$ cat src/rtl/clk_ratio_div.sv
module clk_ratio_div #(
  parameter int RW = 6
) (
  input  logic          clk,
  input  logic          rst_n,
  input  logic          wr_en,
  input  logic          wr_sel,
  input  logic [31:0]   wr_data,
  input  logic          pri_tick,
  input  logic          alt_tick,
  output logic [2:0]    en_out,
  output logic [RW-1:0] ratio0_o,
  output logic [RW-1:0] ratio1_o,
  output logic [RW-1:0] ratio2_o,
  output logic          src0_o
);

  logic       a_src;
  logic [2:0] a_code0;
  logic [3:0] a_code1;
  logic [2:0] b_code2;
  logic       unused_bits;

  assign unused_bits = ^{wr_data[27:12], wr_data[7:0]};

  always_ff @(posedge clk) begin
    if (!rst_n) begin
      a_src   <= 1'b0;
      a_code0 <= '0;
      a_code1 <= '0;
      b_code2 <= '0;
    end else if (wr_en) begin
      if (wr_sel) begin
        b_code2 <= wr_data[30:28];
      end else begin
        a_src   <= wr_data[31];
        a_code0 <= wr_data[30:28];
        a_code1 <= wr_data[11:8];
      end
    end
  end

  function automatic logic [RW-1:0] alias_ratio(input logic [2:0] c);
    return (c == 3'd0) ? RW'(2) : RW'(c) + RW'(1);
  endfunction

  logic [RW-1:0] want [3];
  logic [2:0]    tick;
  logic [2:0]    term;
  logic          src_q;

  assign want[0] = alias_ratio(a_code0);
  assign want[1] = (RW'(a_code1) + RW'(1)) << 1;
  assign want[2] = alias_ratio(b_code2);

  assign tick[0] = src_q ? alt_tick : pri_tick;
  assign tick[1] = pri_tick;
  assign tick[2] = pri_tick;

  always_ff @(posedge clk) begin
    if (!rst_n)       src_q <= 1'b0;
    else if (term[0]) src_q <= a_src;
  end

  for (genvar i = 0; i < 3; i++) begin : g_ch
    logic [RW-1:0] cnt;
    logic [RW-1:0] act;
    logic          pulse;

    assign term[i]   = tick[i] && (cnt == act - RW'(1));
    assign en_out[i] = pulse;

    always_ff @(posedge clk) begin
      if (!rst_n) begin
        cnt   <= '0;
        act   <= RW'(2);
        pulse <= 1'b0;
      end else begin
        pulse <= term[i];
        if (term[i]) begin
          cnt <= '0;
          act <= want[i];
        end else if (tick[i]) begin
          cnt <= cnt + RW'(1);
        end
      end
    end
  end

  assign ratio0_o = g_ch[0].act;
  assign ratio1_o = g_ch[1].act;
  assign ratio2_o = g_ch[2].act;
  assign src0_o   = src_q;

endmodule


$ cat config.mk
export PLATFORM = sky130hd
export DESIGN_NAME = clk_ratio_div
export DESIGN_NICKNAME = d
export VERILOG_FILES = /design/src/rtl/clk_ratio_div.sv
export SDC_FILE = /design/constraint.sdc
export NUM_CORES = 1
export LEC_CHECK = 0
export ABC_CLOCK_PERIOD_IN_PS = 4100
export BUFFER_PORTS_ARGS = -buffer_cell sky130_fd_sc_hd__buf_2
export CORE_AREA = 10 10 77 79
export DETAILED_ROUTE_END_ITERATION = 10
export DIE_AREA = 0 0 87 89
export HOLD_SLACK_MARGIN = 0.03
export PLACE_DENSITY_LB_ADDON = 0.1
export SYNTH_ARGS = -nofsm -noshare
export SYNTH_HDL_FRONTEND = slang
export SYNTH_SLANG_ARGS = --single-unit
export TNS_END_PERCENT = 100
$ cat constraint.sdc
create_clock -name clk -period 4.1 [get_ports clk]
set_input_delay 0.615 -clock clk [delete_from_list [all_inputs] [get_ports clk]]
set_output_delay 0.615 -clock clk [all_outputs]
set_load 0.005 [all_outputs]
==> out/metrics.csv <==
metric;value;unit
slew_viol_final;0;
syn_avg_cell_area;9.140;um2
synth_top_cell_by_area;dfxtp_1;
cp_data_arrival_time;2.28;ns
crit_required;4.29;ns
irDropWorstVdd;201.9;uV
holdCritStartpoint;a_src;
cts_buffer_depth;2;
wirelength;4.748;mm
drv_cap;0;
yosysMostFrequentCell;dfxtp_1;
io_pins;60;
cts_made_buffers;5;
grt_pass1_wl;8.280;mm
ctsHoldBuffers;0;
power;924.6;uW
fp.dieArea;7743;um2
grt_max_degree;33;
finalHoldViolCount;0;
critical_path_class;reg -> reg;
io_buffers;30;
max_freq;0.4781;GHz
synth-warning-count;0;
worst_slew_pin_slew;0.9242;ns
std_cell_rows;25;
die_w;87;um
synthCells;269;
hold_path.class;reg -> reg;
routedWlPerCell;13.60;um
drt_iter0_drc;28;
drive_gt1_share;16.27;%
cp_cell_sequence;inv_1, ha_1, xnor2_1, a21oi_1, a21boi_0, o31ai_4, a2bb2o_1;
path_max_fanout;10;
path_clk_slew;0.08;ns
die_y;89;um
skew;0.007937;ns
maxSlewHeadroom;38.26;%
critPathMaxStageDelay;0.44;ns
nFillCells;428;
htree_levels;2;
finalCriticalPeriod;2.092;ns
n_antenna_cell;0;
power_density;342.3;nW/um2
async_flop_share;0;%
place.gp.congestion;0.7607;
ys_seq_area_share;37.46;%
rrSetupSlack;2.01;ns
synthFlopType;dfxtp_1;
avgViaCountPerCell;5.338;
synth.distinct_cells;54;
cts_root_buffer;clkbuf_8;
synth_edf_count;0;
core;4536;um2
setup_violations;0;
end_kind;flip-flop;
slowest_stage;dfxtp_1;
r2r_start;ratio2_o[0];
worstSetupStartpointType;flip-flop;
rsz0062_at_grt;false;
track_usage;12.97;%
vias;1863;
post-cts-setup-buffers;0;
seq_area;920.9;um2
synth_area_leaders;dfxtp_1 (37%), xnor2_1 (6.1%), ha_1 (5.6%), mux2i_1 (4.9%), xor2_1 (4.3%);
ant_nets;0;
fin_crit_sh;51.02;%
cp-startpoint;ratio2_o[0];
grt_overflow;0;
setup_tns;0;ns
synth_top_area_share;37.46;%
fin_nets;343;
ys_seq_elements;46;
grt_pass1_vias;1862;
r2r-end;ratio2_o[0];
area_growth;9.873;%
dr.pass1.iters;4;
cts_repair_resize_count;0;
cts.sinks;46;
leakagePower;1.097;nW
outcome;finished clean;
netlist_area;2459;um2
multi_input_area;1393;um2
antenna_found_initial;0;
cts_tree;yes;
start_util;54.21;%
insertion_delay;0.30;ns
drc;0;
place_hpwl;3.574;mm
ff2ff_path_depth;7;
synthTopCellsByCount;dfxtp_1 (46), nor2_1 (25), nand2_1 (18);
crit_path_end;ratio2_o[0];
## flip-flops by register name, indices dropped and copies added, names as in the netlist, 3 cells and up
signal      flops
a_code1         4
g_ch.cnt       18
b_code2         3
ratio2_o        4
a_code0         3
g_ch.pulse      3
ratio0_o        4
ratio1_o        5
## cells by family (layout without fill, tap and decap cells)
| logic type | count (synthesis) | in the layout | share of synthesized area [%] |
|---|---|---|---|
| buffers and inverters | 33 | 55 | 6.513 |
| and+or+nand+nor | 101 | 101 | 22.95 |
| xor gates and xnor gates | 29 | 29 | 10.33 |
| adders and majority gates | 11 | 11 | 5.598 |
| AOI/OAI and AO/OA | 34 | 34 | 11.20 |
| muxes | 14 | 14 | 5.802 |
| DFF | 46 | 46 | 37.46 |
| other | 1 | 5 | 0.1525 |
## area by class of cell
class,count,share of cell area [%]
multi-input cells,194,51.55
flip-flops and latches,46,34.09
repair buffers,30,5.558
clock buffers,7,2.825
well taps,54,2.501
inverters,17,2.362
clock inverters,1,1.112
## worst max-delay path, delay by kind of cell (launching register included)
family,cells,cell delay (ns)
XOR/XNOR,1,0.14
buffers and inverters,1,0.09
adder cells (fa/ha/maj),1,0.25
flip-flops,1,0.44
AO/OA/AOI/OAI,4,1.06
## where the power goes
group	total [mW]	leakage [nW]	internal, mW	switching [mW]
sequential	0.483	0.373	0.464	0.0191
clock	0.328	0.0524	0.182	0.146
combinational	0.113	0.671	0.0533	0.0601
## cell usage in the layout (no fill, tap or decap), types with 2 or more instances in the layout
cell type / synthesis / final
nor3_1: 2 / 2
mux2i_1: 12 / 12
clkbuf_8: 0 / 5
a2bb2o_1: 2 / 2
nor3b_1: 8 / 8
xor2_1: 12 / 12
nand2_1: 18 / 18
nor2_1: 25 / 25
o21ai_0: 3 / 3
inv_1: 17 / 17
a2bb2oi_1: 2 / 2
conb_1: 1 / 5
o22ai_1: 4 / 4
a21oi_1: 5 / 5
a21boi_0: 4 / 4
nor2b_1: 12 / 12
nand4_1: 9 / 9
dfxtp_1: 46 / 46
nand3_1: 9 / 9
clkbuf_1: 4 / 2
mux2_2: 2 / 2
xnor2_1: 17 / 17
buf_2: 2 / 30
and3_1: 4 / 4
ha_1: 11 / 11
## metrics by stage
step                hold slack, ns  std cells  util, %  cell area [um2]  worst slack [ns]
floorplan                   0.4373        273        -             2474             2.208
global placement            0.4569        341    57.21             2595             2.023
detailed placement          0.4584        341    57.21             2595             2.007
CTS                         0.4703        349    59.56             2701             1.984
global route                0.5093        349    59.56             2701             1.826
finish                      0.4646        349    59.56             2701             2.008
## worst min path at each step
stage	end	cells after the start	slack, ns
2_1_floorplan	src0_o	2	0.44
3_3_place_gp	src0_o	2	0.46
3_5_place_dp	src0_o	2	0.46
4_1_cts	src0_o	2	0.47
5_1_grt	src0_o	2	0.51
6_report	src0_o	2	0.46
## metal layers
layer,global-route usage (%),up-vias,routed length [um]
li1,-,965,-
met1,14.68,871,2144
met2,22.52,22,2352
met3,4.284,5,194
met4,3.976,0,57
met5,0,-,0
Note: power is estimated with default switching activity, not from simulation.
